## src/rtl/bus_turnaround_timer.sv

```systemverilog
module bus_turnaround_timer #(
  parameter int LIMIT_BT = 16
) (
  input  logic clk,
  input  logic rst,
  input  logic bit_tick,
  input  logic eop_seen,
  input  logic line_idle,
  input  logic follow_expected,
  output logic timeout_err
);
  localparam int CW = $clog2(LIMIT_BT + 2);
  localparam logic [CW-1:0] LAST = CW'(LIMIT_BT);

  logic          armed;
  logic [CW-1:0] cnt;
  logic          arm_now, cancel, expire;

  assign arm_now = eop_seen && follow_expected;
  assign cancel  = armed && !line_idle;
  assign expire  = armed && line_idle && bit_tick && (cnt == LAST) && !eop_seen;

  always_ff @(posedge clk) begin
    if (rst) begin
      armed       <= 1'b0;
      cnt         <= '0;
      timeout_err <= 1'b0;
    end else begin
      timeout_err <= expire;
      if (eop_seen) begin
        armed <= arm_now;
        cnt   <= '0;
      end else if (cancel || expire) begin
        armed <= 1'b0;
        cnt   <= '0;
      end else if (armed && bit_tick) begin
        cnt <= cnt + 1'b1;
      end
    end
  end
endmodule

```

## config.mk

```make
export PLATFORM = sky130hd
export DESIGN_NAME = bus_turnaround_timer
export DESIGN_NICKNAME = d
export VERILOG_FILES = /design/src/rtl/bus_turnaround_timer.sv
export SDC_FILE = /design/constraint.sdc
export NUM_CORES = 1
export LEC_CHECK = 0
export ABC_AREA = 1
export CAP_MARGIN = 20
export CORE_AREA = 2 2 39 41
export CTS_CLUSTER_DIAMETER = 40
export DETAILED_ROUTE_END_ITERATION = 8
export DIE_AREA = 0 0 41 43
export DONT_BUFFER_PORTS = 1
export PLACE_DENSITY = 0.42
export SKIP_CTS_REPAIR_TIMING = 1
export SYNTH_ARGS = -nofsm -noshare
export SYNTH_HDL_FRONTEND = slang
export SYNTH_SLANG_ARGS = --single-unit
```

## constraint.sdc

```tcl
create_clock -name clk -period 0.99 [get_ports clk]
set_input_delay 0.1485 -clock clk [delete_from_list [all_inputs] [get_ports clk]]
set_output_delay 0.1485 -clock clk [all_outputs]
set_load 0.05 [all_outputs]
```

==> Word-level counts from Yosys, hierarchy flattened <==
Cells that the tools add are included.
{ "op_classes": {"n_mux": 2, "multipliers": 0, "div": 0, "bitwise_logic": 0, "n_eq_ne": 1, "addsub": 1, "magnitude_cmp": 0, "reduce_logical": 12, "n_shift": 0} }
{ "op_table": {"columns": ["cell", "n"], "rows": [
  ["$logic_and 1x1->1", 7],
  ["$add 5x1->5 const B", 1],
  ["$eq 5x5->1 const B", 1],
  ["$reduce_or 3->1", 1],
  ["$logic_not 1->1", 2],
  ["$mux 1", 2],
  ["$reduce_bool 2->1", 1],
  ["$logic_or 1x1->1", 1]
]} }
{ "totals": {"in_bits": 6, "ramBits": 0, "latch_bits": 0, "mem_count": 0, "register_bits": 7, "out_inout_bits": 1, "rom_bits": 0, "elab_cells": 19} }

==> Longest topological paths before layout <==
Gate-level depths: netlist of the first run.
{ "depth": {"ltp_word": 7, "depth_mapped": 7, "mapped_depth_nobuf": 7} }

==> Worst setup path after synthesis of the first run <==
OpenSTA, ideal clock, no wires.
{ "synth_path": {"path_type": "register to register", "start": "register cnt[0]", "end": "register cnt[0]", "arrival_ps": 952, "path_stages_with_launch": 8, "required_ps": 924, "setup_time_ps": 66, "synth_period_minus_slack_ps": 1018, "n_path_buf": 0, "slack_ps": -28, "path_cell_list": "dfxtp_1 inv_1 ha_1 nand2_1 nor2_1 nand2_2 nand4_2 nor2_1"} }
{ "synth_via": {"elab_chain_cells": 5, "word_cells_on_any_way": 6, "cone_classes": "1 x add/sub; 1 x eq/ne; 4 x reduce/logical"} }
{ "synth_rtl": {"columns": ["element", "line_no", "text"], "rows": [
  ["from (decl)", "16", "logic [CW-1:0] cnt;"],
  ["from (signal assigned)", "37", "cnt <= cnt + 1'b1;"],
  ["$eq 5x5->1", "21", "assign expire = armed && line_idle && bit_tick && (cnt == LAST) && !eop_seen;"],
  ["$logic_and 1x1->1 (2 in series)", "21", null],
  ["$logic_or 1x1->1", "33", "end else if (cancel || expire) begin"],
  ["$reduce_or 3->1 (no source line)", null, null]
]} }
Several ways; a longest one is shown, not always the timed one.
A chain may end at the register's enable or synchronous reset.

==> Worst setup path in the final report of the first run <==
{ "layout_path": {"start": "register cnt[1]", "end": "register cnt[1]"} }
Same word-level chain as after synthesis.

==> summary.txt, run 1 <==
Yosys
  • Syn nets: a little over 60
  • Number of flops mapped to enable cells by yosys: 0
  • Post-synth top cells: inv_1, nand2_1, nor2_1
  • Area share of the largest cell type after synthesis: 37.5%
  • Avg Inst Size Synth: 7.06 µm²
  • Sequential area share after synthesis: between 30% and 40%
  • Post-synth ARST share: 0%
  • Synth Register Bits: 7
  • Ys Warns: 0
  • Post-Syn Instances: 53
  • Synth Flop Type: dfxtp_1
  • Top-count cell post-synth: inv_1
  • Post-Syn Area: 374 µm²
  • Top post-synthesis cells by area: dfxtp_1, inv_1, nand2_1
  • Number of distinct library cells after synthesis: 13
  • Area leader, netlist: dfxtp_1

Floorplan
  • Site Rows: 14
  • Die X: 41 µm
  • Initial Util: 27.0%
  • I/O pin count: 7
  • Die footprint: 1760 µm²
  • Die Ht: 43 µm
  • CORE AREA: 1380 µm²

Cells and area
  • Filler cells: about 160
  • Diodes inserted: 0
  • Area taken by flip-flops and latches: 148 µm²
  • Layout cells sized above 1: 43.9%
  • NumNets Final: 75
  • P&R area growth vs syn: 49.5%
  • Final Non-Filler Cells: slightly above 80
  • Multi-input logic area: 248 µm²

Timing
  • RSZ-0062 raised after global routing: yes
  • Final worst-path cycle share: 107%
  • Worst setup margin: -0.0709 ns
  • FMAX: between 900 and 1000 MHz
  • Rel. slew slack: around nine tenths
  • Min Hold Slack: 0.0578 ns
  • Final Hold Violating Endpoints: 0
  • Least-Margin Pin Slew: between 0.15 and 0.2 ns
  • Final setup viols: 6
  • Min Tclk post-route: 1.06 ns
  • Setup TNS: -0.311 ns
  • Slew Viols, Final: 0
  • Skew final: 0.00409 ns

GRT
  • Vias in the first global route: about 290
  • Tot GR Track Use: 10.3%
  • GRT overflow: 0
  • Global-route wire length before repair: 1120 µm
  • Largest net degree at the start of global routing: 7
  • Initial antenna violation count: 0

Routing
  • DRT Pass-1 Iters: 4
  • Total number of vias: about 340
  • Final antenna-violating net count: 0
  • DRC errors left: 0
  • Per-cell routed wire length: between 8 and 9 µm
  • Routed WL: 730 µm
  • Drt initial violations: 4
  • Via density: just over 4

Clocking
  • Num CTS Buffers: 3
  • Clock Tree Buf Depth: 2
  • TritonCTS clock tree: built
  • CTS H-tree lvls: 1
  • CTS root buffer: clkbuf_4
  • Worst-path clk slew: about 0.050 ns
  • Clk sinks: 7
  • Clock insertion delay at the later pin of the skew report: around 0.25 ns

Job
  • Max Cap Viol: 0

Setup path
  • Worst EP required: 1.17 ns
  • CP endpoint kind: flop
  • CP max-delay cell: dfxtp_4
  • CP arrival: roughly 1.2 ns
  • Startpoint Class: flop
  • Crit-path cells: inv_2 > ha_4 > nand2_2 > nor2_2 > nand2_2 > nand4_4 > nor2_2
  • Slowest stage delay, CP: 0.36 ns
  • Crit path kind: flop to flop
  • CP Max Fanout: 5

Run status
  • Failing checks: negative setup slack
  • Status: finished, violations left

Power and ir drop
  • Max VDD drop: ~0.00046 V
  • Overall Power: 0.581 mW
  • Lkg Pwr: about 0.22 nW
  • PD cells: 1040 nW/µm²

Placement
  • PortBufs: 0
  • Detailed Place HPWL: 532 µm
  • Placed instance count: 76
  • Routability cong.: ~0.66

Min path
  • Min-delay worst type: primary input to flop
-- metal layers --
metal / GRT usage (%) / part of all wire [%] / vias up
met2: 11.9 / 47 / 6
met1: 14.1 / 48 / 144
met4: 12.0 / 1.6 / 0
li1: - / - / 186
met3: 1.57 / 3.4 / 2
met5: 0 / 0 / -
-- kinds of logic (layout without fill, tap and decap cells) --
| kind of cell | after synthesis | count (layout) | share of synthesized area [%] |
|---|---|---|---|
| flops | 7 | 7 | 37.5 |
| simple gates | 27 | 27 | 35.1 |
| xor+xnor | 2 | 2 | 4.68 |
| compound gates | 3 | 3 | 4.01 |
| buf+inv | 12 | 25 | 12.0 |
| fa+ha+maj | 2 | 2 | 6.69 |
-- metrics by stage --
stage               util, %  instance area, µm²  setup WS [ns]
global placement       33.1                 458        -0.0969
detailed placement     33.1                 458         -0.104
finish                 40.4                 559        -0.0709
CTS                    35.0                 484         -0.116
global route           40.4                 559         -0.161
floorplan                 -                 385       -0.00145
-- flip-flops by register name, indices dropped and copies added, names as in the netlist --
signal       cells
cnt              5
armed            1
timeout_err      1
-- power by group --
group / switching, mW / leakage [nW] / internal, mW / total (mW)
clock network: 0.0978 / 0.0150 / 0.153 / 0.251
logic: 0.0242 / 0.146 / 0.0218 / 0.0461
registers: 0.00327 / 0.0582 / 0.281 / 0.284
total: 0.125 / 0.220 / 0.456 / 0.581
-- worst max-delay path, delay by kind of cell (launching register included) --
| kind | cells | cell delay [ns] |
|---|---|---|
| flops | 1 | 0.36 |
| simple gates | 5 | 0.44 |
| buf+inv | 1 | 0.05 |
| fa+ha+maj | 1 | 0.15 |
-- path summary, 6_finish.rpt --
path | start | to | slack (ns) | cells after the start
setup / recovery | cnt[1]$_SDFFE_PP0P_ | cnt[1]$_SDFFE_PP0P_ | -0.07 | 7
hold reg to reg | cnt[3]$_SDFFE_PP0P_ | cnt[3]$_SDFFE_PP0P_ | 0.56 | 4
hold / removal | line_idle | armed$_SDFFE_PP0P_ | 0.06 | 2
setup reg to reg | cnt[1]$_SDFFE_PP0P_ | cnt[1]$_SDFFE_PP0P_ | -0.07 | 7
-- layout make-up --
class / count / area share [%]
tap: 16 / 3.58
clock buffer: 4 / 4.70
sequential: 7 / 26.4
inverter: 12 / 8.50
multi-input combinational: 34 / 44.3
timing repair buffer: 9 / 12.5
-- cells in the final DEF (no fill, tap or decap), drive strengths merged --
cell	n
ha	2
clkbuf	4
nand3	3
dfxtp	7
a21oi	1
nand4	3
buf	8
nor2	10
inv	12
nand2	11
dlygate4sd3	1
xor2	2
o21ai	2
Note: power is estimated with default switching activity, not from simulation.
==> run 2, diff against run 1 <==
- REMOVE_ABC_BUFFERS: unset -> 1
- SLEW_MARGIN: unset -> 10
==> summary.txt, run 2 (synthesis gave the netlist of run 1 again) <==
Cells and area
  • Commonest cells after routing, fill and taps aside: inv_1, buf_4, nand2_1
  • NumNets Final: 77
  • Largest Register: cnt
  • Biggest regs: cnt (5), armed (1), timeout_err (1)
  • Filler cells: 156
  • P&R area growth vs syn: 46.2%
  • Layout cells sized above 1: 41.2%
  • Largest register FFs: 5
  • Diodes inserted: 0
  • Finished Cell Area: about 550 µm²

Floorplan
  • Die footprint: roughly 1800 µm²
  • Initial Util: 27.0%
  • I/O pin count: 7
  • Die X: ~41 µm
  • Site Rows: 14
  • CORE AREA: 1380 µm²
  • Die Ht: 43 µm

Power and ir drop
  • Lkg Pwr: ~0.23 nW
  • PD cells: approximately 1100 nW/µm²
  • Clock Power Share: 42.9%
  • Comb pwr share: 7.8%
  • Net Sw Power: 0.122 mW
  • Sequential power share: a little under 50%
  • Int Power: roughly 0.46 mW
  • Switching share of power: 21.1%
  • Max VDD drop: between 0.0004 and 0.0005 V

Setup path
  • Crit path kind: flop to flop
  • CP bufs+invs: 1
  • CP arrival: 1.25 ns
  • CP endpoint kind: flop
  • CP max-delay cell: dfxtp_4
  • Crit-path cells: inv_2 > ha_4 > nand2_2 > nor2_2 > nand2_2 > nand4_4 > nor2_2
  • Startpoint Class: flop
  • Worst EP required: about 1.2 ns
  • CP Max Fanout: 5
  • Crit path max-delay family: simple AND/OR/NAND/NOR gates
  • Slowest stage delay, CP: 0.36 ns

Routing
  • Routed WL: roughly 700 µm
  • DRT Pass-1 Iters: 3
  • Drt initial violations: 5
  • Total number of vias: 355
  • Via density: between 4 and 5
  • Final antenna-violating net count: 0
  • Per-cell routed wire length: 8.32 µm
  • DRC errors left: 0

Clocking
  • Clk sinks: 7
  • CTS H-tree lvls: 1
  • Num CTS Buffers: 3
  • Worst-path clk slew: 0.05 ns
  • TritonCTS clock tree: built
  • CTS root buffer: clkbuf_4
  • Clock insertion delay at the later pin of the skew report: 0.24 ns
  • Clock Tree Buf Depth: 2

Timing
  • Slew Viols, Final: 0
  • Final worst-path cycle share: 108%
  • Min Tclk post-route: 1.07 ns
  • Final Hold Violating Endpoints: 0
  • Least-Margin Pin Slew: 0.165 ns
  • Rel. slew slack: between 80% and 90%
  • Min Hold Slack: 0.0633 ns
  • Skew final: around 0.0046 ns
  • Setup TNS: -0.406 ns
  • Worst setup margin: -0.0787 ns
  • FMAX: 936 MHz
  • RSZ-0062 raised after global routing: yes
  • Final setup viols: 7

Placement
  • Area post-placement: about 460 µm²
  • PortBufs: 0
  • Routability cong.: approximately 0.61
  • Detailed Place HPWL: 545 µm

GRT
  • Largest net degree at the start of global routing: 7
  • Vias in the first global route: 337
  • GRT overflow: 0
  • Global-route wire length before repair: between 1000 and 1500 µm
  • Tot GR Track Use: 10.8%
  • Initial antenna violation count: 0

Run status
  • Status: finished, violations left
  • Failing checks: negative setup slack

Min path
  • Min-delay worst type: primary input to flop

Job
  • Max Cap Viol: 0
## run 2: per-stage QoR
| step | worst slack [ns] | power (mW) | util (%) | std cells |
|---|---|---|---|---|
| after CTS | -0.179 | 0.586 | 35.3 | 82 |
| after floorplan | -0.0283 | 0.315 | - | 53 |
| final | -0.0787 | 0.579 | 39.5 | 84 |
| after detailed placement | -0.155 | 0.329 | 33.4 | 78 |
| after global routing | -0.160 | 0.609 | 39.5 | 84 |
| after global placement | -0.134 | 0.329 | 33.4 | 78 |
## run 2: power by group through the flow
stage,sequential [mW],combinational (mW),clock [mW]
3_5_place_dp,0.294,0.0347,0
5_1_grt,0.286,0.0501,0.273
6_report,0.286,0.0450,0.249
2_1_floorplan,0.294,0.0214,0
4_1_cts,0.288,0.0348,0.264
3_3_place_gp,0.294,0.0349,0
## run 2: worst paths after layout
path | from | cells after the start | end | slack [ns]
hold / removal | line_idle | 2 | armed$_SDFFE_PP0P_ | 0.06
hold reg to reg | cnt[3]$_SDFFE_PP0P_ | 4 | cnt[3]$_SDFFE_PP0P_ | 0.57
setup reg to reg | cnt[1]$_SDFFE_PP0P_ | 7 | cnt[4]$_SDFFE_PP0P_ | -0.08
setup / recovery | cnt[1]$_SDFFE_PP0P_ | 7 | cnt[4]$_SDFFE_PP0P_ | -0.08
## run 2: final cells by class
type	instances	area, µm²	share of cell area [%]
clock buffer	4	26.3	4.81
multi-input combinational	34	225	41.2
inverter	12	45.0	8.24
sequential	7	145	26.5
timing repair buffer	11	85.1	15.6
tap	16	20.0	3.66
## run 2: routing by layer
layer	global-route usage, %	part of all wire [%]	routed length [µm]	vias up
met5	0	0	0	-
met1	12.7	43	304	156
met2	14.7	50	352	6
met3	1.57	3.9	27	2
li1	-	-	-	191
met4	12.0	2.1	15	0
==> run 3, diff against run 2 <==
- GPL_TIMING_DRIVEN: unset -> 0
==> summary.txt, run 3 (synthesis gave the netlist of run 1 again) <==
Run status
  • Status: finished, violations left
  • Failing checks: negative setup slack

Timing
  • Least-Margin Pin Slew: 0.259 ns
  • Worst setup margin: -0.0884 ns
  • RSZ-0062 raised after global routing: yes
  • Skew final: 0.00503 ns
  • Final worst-path cycle share: 109%
  • FMAX: 927 MHz
  • Final setup viols: 6
  • Rel. slew slack: 82.8%
  • Setup TNS: -0.397 ns
  • Min Tclk post-route: about 1.1 ns
  • Slew Viols, Final: 0
  • Final Hold Violating Endpoints: 0

Setup path
  • Worst EP required: 1.17 ns
  • CP Max Fanout: 5
  • Crit path kind: flop to flop
  • CP bufs+invs: 1
  • Slowest stage delay, CP: 0.37 ns
  • Crit path max-delay family: simple AND/OR/NAND/NOR gates
  • CP arrival: about 1.3 ns
  • Startpoint Class: flop
  • CP endpoint kind: flop
  • CP max-delay cell: dfxtp_4
  • Crit-path cells: inv_4 > ha_4 > nand2_2 > nor2_2 > nand2_2 > nand4_4 > nor2_2

Placement
  • Dpl ws: -0.180 ns
  • PortBufs: 0
  • Area post-placement: 394 µm²
  • Detailed Place HPWL: ~480 µm
  • Routability cong.: 0.620

Cells and area
  • Commonest non-fill, non-tap cell in the layout: inv_1
  • Layout cells sized above 1: 36.7%
  • Finished Cell Area: approximately 500 µm²
  • Largest register FFs: 5
  • Biggest regs: cnt (5), armed (1), timeout_err (1)
  • P&R area growth vs syn: 33.1%
  • Post-layout util: between 30% and 40%
  • Commonest cells after routing, fill and taps aside: inv_1, nand2_1, nor2_2
  • NumNets Final: 69
  • Diodes inserted: 0
  • Largest Register: cnt

Clocking
  • CTS H-tree lvls: 1
  • Clock insertion delay at the later pin of the skew report: 0.24 ns
  • TritonCTS clock tree: built
  • Worst-path clk slew: 0.05 ns
  • Clock Tree Buf Depth: 2
  • Num CTS Buffers: 3
  • Clk sinks: 7
  • CTS root buffer: clkbuf_4

Power and ir drop
  • PD cells: 1160 nW/µm²
  • Lkg Pwr: 0.199 nW
  • Max VDD drop: 0.000788 V

Routing
  • Via density: ~4.3
  • DRC errors left: 0
  • Drt initial violations: 3
  • Routed WL: just under 700 µm
  • Final antenna-violating net count: 0
  • Total number of vias: 323
  • DRT Pass-1 Iters: 3
  • Per-cell routed wire length: 9.14 µm

GRT
  • Largest net degree at the start of global routing: 7
  • Tot GR Track Use: 8.94%
  • Initial antenna violation count: 0
  • Global-route wire length before repair: 1010 µm
  • GRT overflow: 0
  • Vias in the first global route: 275

Floorplan
  • CORE AREA: around 1400 µm²
  • Die X: 41 µm
  • Initial Util: 27.0%
  • I/O pin count: 7
  • Die Ht: 43 µm
  • Site Rows: 14
  • Die footprint: 1760 µm²

Min path
  • Min-delay worst type: primary input to flop

Job
  • Max Cap Viol: 0
[run 3: cell count changes in the layout (fill, tap and decap cells not counted)]
| cell | before | now |
|---|---|---|
| buf_4 | 10 | 2 |
| dfxtp_1 | 5 | 4 |
| dfxtp_2 | 1 | 2 |
| inv_2 | 2 | 1 |
| inv_4 | 0 | 1 |
| nand2_2 | 3 | 2 |
| nand2_4 | 0 | 1 |
| nor2_1 | 4 | 3 |
| nor2_2 | 5 | 6 |
[run 3: worst paths after layout]
check	from	end	slack, ns	depth (start not counted)
setup / recovery	cnt[1]$_SDFFE_PP0P_	cnt[1]$_SDFFE_PP0P_	-0.09	7
hold reg to reg	armed$_SDFFE_PP0P_	armed$_SDFFE_PP0P_	0.55	2
setup reg to reg	cnt[1]$_SDFFE_PP0P_	cnt[1]$_SDFFE_PP0P_	-0.09	7
hold / removal	line_idle	armed$_SDFFE_PP0P_	0.08	2
[run 3: layout make-up]
class | count | area (µm²)
inverter | 12 | 47.5
multi-input combinational | 34 | 233
sequential | 7 | 146
clock buffer | 4 | 26.3
tap | 16 | 20.0
fill | 154 | 886
timing repair buffer | 3 | 25.0
[run 3: per-layer routing]
layer | vias up | GRT usage, % | part of all wire [%]
met5 | - | 0 | 0
met3 | 2 | 3.14 | 4.6
met1 | 141 | 10.6 | 44
met4 | 0 | 8.00 | 1.2
met2 | 6 | 11.9 | 50
li1 | 174 | - | -
[run 3: metrics by stage]
step | total power [mW] | hold WS (ns) | instances
floorplan | 0.315 | 0.221 | 53
global placement | 0.321 | 0.227 | 69
detailed placement | 0.321 | 0.228 | 69
CTS | 0.581 | -0.0335 | 73
global route | 0.605 | 0.0810 | 76
finish | 0.576 | 0.0769 | 76
[run 3: power by group]
group	internal (mW)	leakage [nW]	total, mW	switching, mW
Sequential	0.283	0.0585	0.287	0.00423
Combinational	0.0159	0.126	0.0387	0.0228
Clock	0.153	0.0150	0.250	0.0970
Total	0.452	0.199	0.576	0.124
